**src/rtl/pga_pkg.sv**
```systemverilog
package pga_pkg;
   // rounding variant for the scaler
   typedef enum logic {
      RND_TRUNC   = 1'b0,
      RND_HALF_UP = 1'b1
   } rnd_e;

   localparam int CHANNELS = 2;
endpackage

```
**src/rtl/pga_zero_run.sv**
```systemverilog
module pga_zero_run #(
   parameter int SAMPLE_W = 16,
   parameter int ZERO_RUN = 2048
) (
   input  logic                clk,
   input  logic                rst_n,
   input  logic                take,
   input  logic [SAMPLE_W-1:0] sample,
   output logic                run_hit
);
   localparam int CNT_W = $clog2(ZERO_RUN + 1);
   localparam logic [CNT_W-1:0] RUN_MAX  = CNT_W'(ZERO_RUN);
   localparam logic [CNT_W-1:0] RUN_NEED = CNT_W'(ZERO_RUN - 1);

   logic [CNT_W-1:0] zero_cnt;
   logic             is_zero;

   assign is_zero = (sample == '0);
   assign run_hit = is_zero && (zero_cnt >= RUN_NEED);

   always_ff @(posedge clk or negedge rst_n) begin
      if (!rst_n) begin
         zero_cnt <= '0;
      end else if (take) begin
         if (!is_zero)
            zero_cnt <= '0;
         else if (zero_cnt != RUN_MAX)
            zero_cnt <= zero_cnt + 1'b1;
      end
   end

   assert_run_bound_R9: assert property (@(posedge clk) disable iff (!rst_n)
      zero_cnt <= RUN_MAX);
   assert_run_clear_R9: assert property (@(posedge clk) disable iff (!rst_n)
      (take && sample != '0) |=> zero_cnt == '0);
endmodule

```
**src/rtl/pga_gain_ramp.sv**
```systemverilog
module pga_gain_ramp #(
   parameter int CODE_W    = 10,
   parameter int RAMP_STEP = 1
) (
   input  logic              clk,
   input  logic              rst_n,
   input  logic              step_en,
   input  logic [CODE_W-1:0] target,
   output logic [CODE_W-1:0] gain
);
   localparam logic [CODE_W-1:0] STEP = CODE_W'(RAMP_STEP);

   logic [CODE_W-1:0] gap_up, gap_dn, gain_nx;

   assign gap_up = target - gain;
   assign gap_dn = gain - target;

   always_comb begin
      gain_nx = gain;
      if (gain < target)
         gain_nx = (gap_up > STEP) ? gain + STEP : target;
      else if (gain > target)
         gain_nx = (gap_dn > STEP) ? gain - STEP : target;
   end

   always_ff @(posedge clk or negedge rst_n) begin
      if (!rst_n)
         gain <= '0;
      else if (step_en)
         gain <= gain_nx;
   end

   assert_step_bound_R3: assert property (@(posedge clk) disable iff (!rst_n)
      step_en |=> ((gain >= $past(gain)) ? (gain - $past(gain)) : ($past(gain) - gain)) <= STEP);
   assert_no_overshoot_R3: assert property (@(posedge clk) disable iff (!rst_n)
      (step_en && gain <= target) |=> gain <= $past(target));
   assert_hold_idle_R12: assert property (@(posedge clk) disable iff (!rst_n)
      !step_en |=> $stable(gain));
endmodule

```
**src/rtl/pga_scaler.sv**
```systemverilog
module pga_scaler
   import pga_pkg::*;
#(
   parameter int   SAMPLE_W = 16,
   parameter int   CODE_W   = 10,
   parameter rnd_e RND      = RND_HALF_UP
) (
   input  logic [SAMPLE_W-1:0] sample,
   input  logic [CODE_W-1:0]   gain,
   output logic [SAMPLE_W-1:0] scaled
);
   localparam int PROD_W = SAMPLE_W + CODE_W + 1;
   localparam int SUM_W  = PROD_W + 1;

   logic signed [PROD_W-1:0] prod;
   logic signed [SUM_W-1:0]  sum, shifted, hi_lim, lo_lim;

   assign prod   = $signed(sample) * $signed({1'b0, gain});
   assign hi_lim = {{(SUM_W-SAMPLE_W+1){1'b0}}, {(SAMPLE_W-1){1'b1}}};
   assign lo_lim = {{(SUM_W-SAMPLE_W+1){1'b1}}, {(SAMPLE_W-1){1'b0}}};

   generate
      if (RND == RND_HALF_UP) begin : g_round
         assign sum = {prod[PROD_W-1], prod}
                    + {{(SUM_W-CODE_W){1'b0}}, 1'b1, {(CODE_W-1){1'b0}}};
      end else begin : g_trunc
         assign sum = {prod[PROD_W-1], prod};
      end
   endgenerate

   assign shifted = sum >>> CODE_W;

   always_comb begin
      if (shifted > hi_lim)
         scaled = hi_lim[SAMPLE_W-1:0];
      else if (shifted < lo_lim)
         scaled = lo_lim[SAMPLE_W-1:0];
      else
         scaled = shifted[SAMPLE_W-1:0];
   end
endmodule

```
**src/rtl/pcm_gain_attenuator.sv**
```systemverilog
module pcm_gain_attenuator
   import pga_pkg::*;
#(
   parameter int   SAMPLE_W  = 16,
   parameter int   CODE_W    = 10,
   parameter int   RAMP_STEP = 1,
   parameter int   ZERO_RUN  = 2048,
   parameter rnd_e RND       = RND_HALF_UP
) (
   input  logic                clk,
   input  logic                rst_n,
   input  logic                in_valid,
   input  logic [SAMPLE_W-1:0] in_left,
   input  logic [SAMPLE_W-1:0] in_right,
   input  logic [CODE_W-1:0]   atten_code,
   input  logic                soft_mute,
   input  logic                force_mute,
   input  logic                zero_mute_en,
   input  logic                opt_en,
   output logic                out_valid,
   output logic [SAMPLE_W-1:0] out_left,
   output logic [SAMPLE_W-1:0] out_right,
   output logic                mute_active
);
   generate
      if (SAMPLE_W < 4) begin : g_bad_sample_w
         $error("SAMPLE_W must be at least 4");
      end
      if (CODE_W < 2) begin : g_bad_code_w
         $error("CODE_W must be at least 2");
      end
      if (RAMP_STEP < 1 || RAMP_STEP >= (1 << CODE_W)) begin : g_bad_step
         $error("RAMP_STEP out of range");
      end
      if (ZERO_RUN < 1) begin : g_bad_run
         $error("ZERO_RUN must be at least 1");
      end
   endgenerate

   logic [SAMPLE_W-1:0] ch_in  [CHANNELS];
   logic [SAMPLE_W-1:0] ch_out [CHANNELS];
   logic [CHANNELS-1:0] ch_hit;
   logic [CODE_W-1:0]   gain, target;
   logic                hard_mute;

   assign ch_in[0] = in_left;
   assign ch_in[1] = in_right;
   assign target   = soft_mute ? '0 : atten_code;

   pga_gain_ramp #(
      .CODE_W   (CODE_W),
      .RAMP_STEP(RAMP_STEP)
   ) u_ramp (
      .clk    (clk),
      .rst_n  (rst_n),
      .step_en(in_valid),
      .target (target),
      .gain   (gain)
   );

   generate
      for (genvar c = 0; c < CHANNELS; c++) begin : g_ch
         pga_zero_run #(
            .SAMPLE_W(SAMPLE_W),
            .ZERO_RUN(ZERO_RUN)
         ) u_zero (
            .clk    (clk),
            .rst_n  (rst_n),
            .take   (in_valid),
            .sample (ch_in[c]),
            .run_hit(ch_hit[c])
         );
         pga_scaler #(
            .SAMPLE_W(SAMPLE_W),
            .CODE_W  (CODE_W),
            .RND     (RND)
         ) u_scale (
            .sample(ch_in[c]),
            .gain  (gain),
            .scaled(ch_out[c])
         );
      end
   endgenerate

   assign hard_mute = (force_mute && opt_en) || (zero_mute_en && (&ch_hit));

   always_ff @(posedge clk or negedge rst_n) begin
      if (!rst_n) begin
         out_valid   <= 1'b0;
         out_left    <= '0;
         out_right   <= '0;
         mute_active <= 1'b0;
      end else begin
         out_valid <= in_valid;
         if (in_valid) begin
            out_left    <= hard_mute ? '0 : ch_out[0];
            out_right   <= hard_mute ? '0 : ch_out[1];
            mute_active <= hard_mute || (gain == '0);
         end
      end
   end

   assert_valid_follow_R2: assert property (@(posedge clk) disable iff (!rst_n)
      in_valid |=> out_valid);
   assert_valid_quiet_R2: assert property (@(posedge clk) disable iff (!rst_n)
      !in_valid |=> !out_valid);
   assert_hard_zero_R7: assert property (@(posedge clk) disable iff (!rst_n)
      (in_valid && force_mute && opt_en) |=> (out_left == '0 && out_right == '0 && mute_active));
   assert_zero_gain_mute_R11: assert property (@(posedge clk) disable iff (!rst_n)
      (in_valid && gain == '0) |=> (mute_active && out_left == '0 && out_right == '0));
endmodule

```
**config.mk**
```make
export PLATFORM = sky130hd
export DESIGN_NAME = pcm_gain_attenuator
export DESIGN_NICKNAME = d
export VERILOG_FILES = /design/src/rtl/pga_pkg.sv /design/src/rtl/pga_zero_run.sv /design/src/rtl/pga_gain_ramp.sv /design/src/rtl/pga_scaler.sv /design/src/rtl/pcm_gain_attenuator.sv
export SDC_FILE = /design/constraint.sdc
export NUM_CORES = 1
export LEC_CHECK = 0
export CORE_AREA = 2 2 175 177
export CTS_BUF_LIST = sky130_fd_sc_hd__clkbuf_16
export DETAILED_ROUTE_END_ITERATION = 7
export DIE_AREA = 0 0 177 179
export MAX_ROUTING_LAYER = met4
export PLACE_DENSITY = 0.79
export SYNTH_ARGS = -nofsm -noshare
export SYNTH_HDL_FRONTEND = slang
export SYNTH_HIERARCHICAL = 1
export SYNTH_SLANG_ARGS = --single-unit
export TNS_END_PERCENT = 1
```
**constraint.sdc**
```tcl
create_clock -name clk -period 11.2 [get_ports clk]
set_input_delay 2.24 -clock clk [delete_from_list [all_inputs] [get_ports clk]]
set_output_delay 2.24 -clock clk [all_outputs]
set_load 0.02 [all_outputs]
```
# [After elaboration in Yosys (flattened, before gate mapping)]
# Cells that the tools add are included.
[op_classes] reduce_logical=14 n_mul=2 n_eq_ne=4 addsub=8 muxes=15 order_cmp=10
[op_table] cell="16-bit two-way mux" n=6
[op_table] cell="27-bit by 11-bit adder with 28-bit output, second input constant" n=2
[op_table] cell="16-bit by 11-bit multiplier with 27-bit output" n=2
[op_table] cell="10-bit two-way mux" n=5
[op_table] cell="12-bit two-way mux" n=4
[op_table] cell="18-bit by 16-bit > comparator with 1-bit output, second input constant" n=2
[op_table] cell="18-bit by 16-bit < comparator with 1-bit output, second input constant" n=2
[op_table] cell="16-bit zero test" n=2
[op_table] cell="12-bit by 1-bit adder with 12-bit output, second input constant" n=2
[op_table] cell="12-bit by 11-bit greater-or-equal comparator with 1-bit output, second input constant" n=2
[op_table] cell="12-bit inequality test, second input constant" n=2
[op_table] cell="10-bit by 1-bit > comparator with 1-bit output, second input constant" n=2
[op_table] cell="10-bit subtractor" n=2
[op_table] cell="10-bit by 1-bit adder with 10-bit output, second input constant" n=1
[op_table] cell="10-bit > comparator" n=1
[op_table] cell="10-bit zero test" n=1
[op_table] cell="10-bit < comparator" n=1
[op_table] cell="10-bit by 1-bit subtractor with 10-bit output, second input constant" n=1
[op_table] cell="2-bit AND reduction" n=4
[op_table] cell="1-bit logical AND" n=4
[op_table] cell="2-bit inequality test, second input constant" n=2
[op_table] cell="1-bit logical OR" n=2
[op_table] cell="2-bit nonzero test" n=1
[totals] inputBits=49 out_inout_bits=34 reg_bits=68

# [Longest topological paths before layout]
[logic_depth] ltp_word=6 ltp_mapped=24 depth_no_buf=22

# [Cells and area by module]
# The synthesis kept the hierarchy.
[modules_own_cells] module="pga_scaler at g_ch[0].u_scale" cells_each=731 area_per_inst_um2=6472.5 instances=1
[modules_own_cells] module="pga_scaler at g_ch[1].u_scale" cells_each=742 area_per_inst_um2=6437.4 instances=1
[modules_own_cells] module="pga_gain_ramp" cells_each=260 area_per_inst_um2=1994.4 instances=1
[modules_own_cells] module="pga_zero_run" cells_each=86 area_per_inst_um2=768.2 instances=2
[modules_own_cells] module="pcm_gain_attenuator" cells_each=91 area_per_inst_um2=1303.8 instances=1

# [Least setup slack after synthesis]
# No wires, ideal clock.
[synth_path] path_kind="input to register" from="in in_left[15]" to="reg out_left[13]" n_path_buf=2 cell_stages=21 arrival_time_ns=7.551 t_required_ns=11.079 setup_ns=0.121 setup_slack_ns=3.528 cell_sequence="and2_1 fa_1 inv_1 fa_1 inv_1 fa_1 fa_1 inv_1 fa_1 inv_1 ha_1 a21oi_1 o21ai_0 a21o_1 a211o_1 a211o_1 buf_6 a31oi_4 buf_6 o22ai_2 a22o_1"
[synth_rtl] item="start, declared" line_no="pcm_gain_attenuator.sv:13" text="input logic [SAMPLE_W-1:0] in_left,"
[synth_rtl] item="end signal, assigned" line_no="pcm_gain_attenuator.sv:96" text="out_left <= hard_mute ? '0 : ch_out[0];"
[synth_rtl] item="end, declared" line_no="pcm_gain_attenuator.sv:21" text="output logic [SAMPLE_W-1:0] out_left,"

==> impl_metrics.yaml <==
global_route:
  first_global_vias: 15100
  antenna_found_initial: 1
  grt_total_ovfl: 0
  pin_count_of_the_biggest_net_entering_global_routing: 69
  groute.usage.overall_pct: 29.6
  grt_first_pass_wirelength_um: 73100
die:
  coreArea_mm2: 0.0300
  dieWidth_um: 177
  fp.dieH_um: 179
  die_area_mm2: 0.0317
  initial_core_util_pct: 59.1
  ioPinCount: 83
  fp-row-count: 64
clock_network:
  cts_resized: 0
  htree_num_levels: 3
  postCtsSetupBuffers: 0
  cts_hold_buf: 0
  numClockSinks: 68
  worst_setup_hold_path_clk_slew_ns: 0.06
  tritoncts: "done"
  tritoncts.num_buffers: 9
  latest_clock_arrival_within_the_worst_skew_pair_ns: 0.34
  cts.root.buffer_cell: "sky130_fd_sc_hd__clkbuf_16"
  cts-root-to-sink-buffers: 2
yosys:
  synth_edf_count: 0
  netlist-cell-type-count: 97
  ys_async_rst_share_pct: 100
  synthesis.area_per_instance_um2: 8.89
  syn-instance-count: 1996
  netlist_top_cells_count: "sky130_fd_sc_hd__inv_1 (430), sky130_fd_sc_hd__fa_1 (296), sky130_fd_sc_hd__nand2_1 (214)"
  yosys.area.top_type_share_pct: 33.4
  synthDominantAreaCellType: "sky130_fd_sc_hd__fa_1"
  synth_area_mm2: 0.0177
  seq_area_frac_synth_pct: 9.59
  yosysMostFrequentCell: "sky130_fd_sc_hd__inv_1"
  flop_and_latch_count_out_of_synthesis: 68
  synthFlopType: "sky130_fd_sc_hd__dfrtp_1"
  syn_nets: 2508
  ys_warn_count: 6
  synth_area_leaders: "sky130_fd_sc_hd__fa_1 (33%), sky130_fd_sc_hd__ha_1 (12%), sky130_fd_sc_hd__dfrtp_1 (9.6%), sky130_fd_sc_hd__inv_1 (9.1%), sky130_fd_sc_hd__and2_1 (5.2%)"
cells_and_area:
  final_layout_size_suffix_gt1_share_pct: 4.10
  ff_latch_area_mm2: 0.00170
  fillCellCount: 2504
  area.growth.synth_to_final_pct: 7.31
  finish.instance_area_mm2: 0.0190
  multiInputGateArea_mm2: 0.0140
  finish.net_count: 2533
worst_hold_path:
  min_delay_path_depth: 1
  worstHoldStart: "out_right[9]"
  min-delay-path-class: "register to register"
  min_to: "out_right[9]"
critical_path:
  cpLargestDelayFamily: "adder cells"
  crit_chain: "clkdlybuf4s50_1 > nand2_1 > inv_1 > fa_1 > inv_1 > fa_1 > inv_1 > fa_1 > fa_1 > inv_1 > fa_1 > inv_1 > ha_1 > a21oi_1 > o21ai_0 > a2111oi_0 > a211o_1 > a211o_1 > a31oi_4 > o22ai_1 > a22o_1"
  path_max_fanout: 12
  flop2flop_setup_slack_ns: 4.37
  critical_path_class: "input pin to register"
  cp_data_arrival_time_ns: 8.75
  timing.rr.start: "u_ramp/gain[4]"
  wp_data_required_ns: 11.42
  critical_path.reg2reg.endpoint: "out_left[0]"
  max_stage_delay_ns: 0.70
  setup.worst_path.end_class: "register"
  cp.buffers_inverters: 6
  crit_path_start_kind: "input pin"
  register_to_register_path_depth: 19
  worst_path_max_delay_cell: "sky130_fd_sc_hd__fa_1"
timing:
  grt_setup_unrepaired: "false"
  max_clock_freq_ghz: 0.117
  timing.setup.tns_ns: 0
  final-max-slew-violation-count: 0
  post-route-period-util_pct: 76.2
  setup_viol_count_final: 0
  tightest_pin_transition_ns: 1.36
  fin_skew_ns: 0.00962
  worst_slew_margin_rel_pct: 7.86
  period_minus_slack_ns: 8.53
  report.final.hold_viol_count: 0
outcome:
  outcome: "completed"
placed_design:
  post-dp-hpwl_um: 33900
  dpl_cell_area_mm2: 0.0187
  port-buffer-count: 82
  gp_congestion: 0.962
drt:
  viasPerCell: 5.83
  first_pass_iters: 5
  final_antenna_net_count: 0
  wl_per_cell_um: 17.5
  first_iter_violations: 1029
  wl_um: 42500
  routed-via-count: 14100
  post-route-drc-count: 0
run:
  maxcap_violations: 0
-- cell families after synthesis --
logic type	count (synthesis)	synth area share, %
flip-flops	68	9.59
buffers and inverters	512	11.4
adder cells (fa/ha/maj)	463	45.2
AO/OA/AOI/OAI	319	13.9
multiplexers	9	0.515
AND/OR/NAND/NOR	570	16.6
XOR/XNOR	55	2.79
-- layout make-up --
| cell class | instances | area share (%) |
|---|---|---|
| timing repair buffer | 94 | 4.77 |
| clock inverter | 7 | 0.355 |
| multi-input combinational | 1416 | 73.6 |
| clock buffer | 9 | 1.18 |
| antenna | 1 | 0.0131 |
| sequential | 68 | 8.94 |
| tap | 396 | 2.60 |
| inverter | 432 | 8.52 |
-- layout by cell type, fill, tap and decap left out, types with 27 or more instances in the layout --
cell type and n:
sky130_fd_sc_hd__nand2_1 214, sky130_fd_sc_hd__inv_1 431, sky130_fd_sc_hd__a22o_1 42, sky130_fd_sc_hd__o21ai_0 27, sky130_fd_sc_hd__ha_1 167, sky130_fd_sc_hd__dfrtp_1 68
sky130_fd_sc_hd__xnor2_1 36, sky130_fd_sc_hd__a21oi_1 63, sky130_fd_sc_hd__nor3_1 31, sky130_fd_sc_hd__nor2_1 49, sky130_fd_sc_hd__clkdlybuf4s50_1 81, sky130_fd_sc_hd__and2_1 147
sky130_fd_sc_hd__fa_1 296
-- registers in the layout, indices dropped and copies added, names as in the netlist --
name	count
mute_active	1
g_ch.u_zero/zero_cnt	24
u_ramp/gain	10
out_valid	1
out_left	16
out_right	16
-- routing by layer --
| metal | vias to the layer above | share of wire (%) | GRT usage (%) |
|---|---|---|---|
| met3 | 102 | 6.0 | 3.60 |
| met2 | 511 | 50 | 50.8 |
| met1 | 7094 | 41 | 37.1 |
| met5 | - | 0 | - |
| li1 | 6423 | - | - |
| met4 | 0 | 2.8 | 8.33 |
-- stage by stage --
stage	setup WS, ns	hold slack, ns	utilization, %	std cells
final	2.67	0.507	63.4	2423
after global routing	2.20	0.523	63.4	2423
after CTS	2.69	0.512	63.4	2422
after detailed placement	2.34	0.499	62.4	2406
after global placement	2.53	0.497	62.4	2406
after floorplan	3.53	0.499	-	1996
-- worst max path at each step --
stage                            from            to  slack (ns)  cells after the start
after floorplan           in_left[15]  out_left[13]        3.53                     21
after global placement    in_left[15]   out_left[0]        2.53                     20
after detailed placement  in_left[15]  out_left[14]        2.34                     20
after CTS                 in_left[15]   out_left[0]        2.69                     20
after global routing      in_left[15]  out_left[10]        2.20                     21
final                     in_left[15]   out_left[0]        2.67                     21
Power is left out: the tool's default activity adds up to more than one toggle a clock period on the data nets, which glitch-free logic cannot reach.
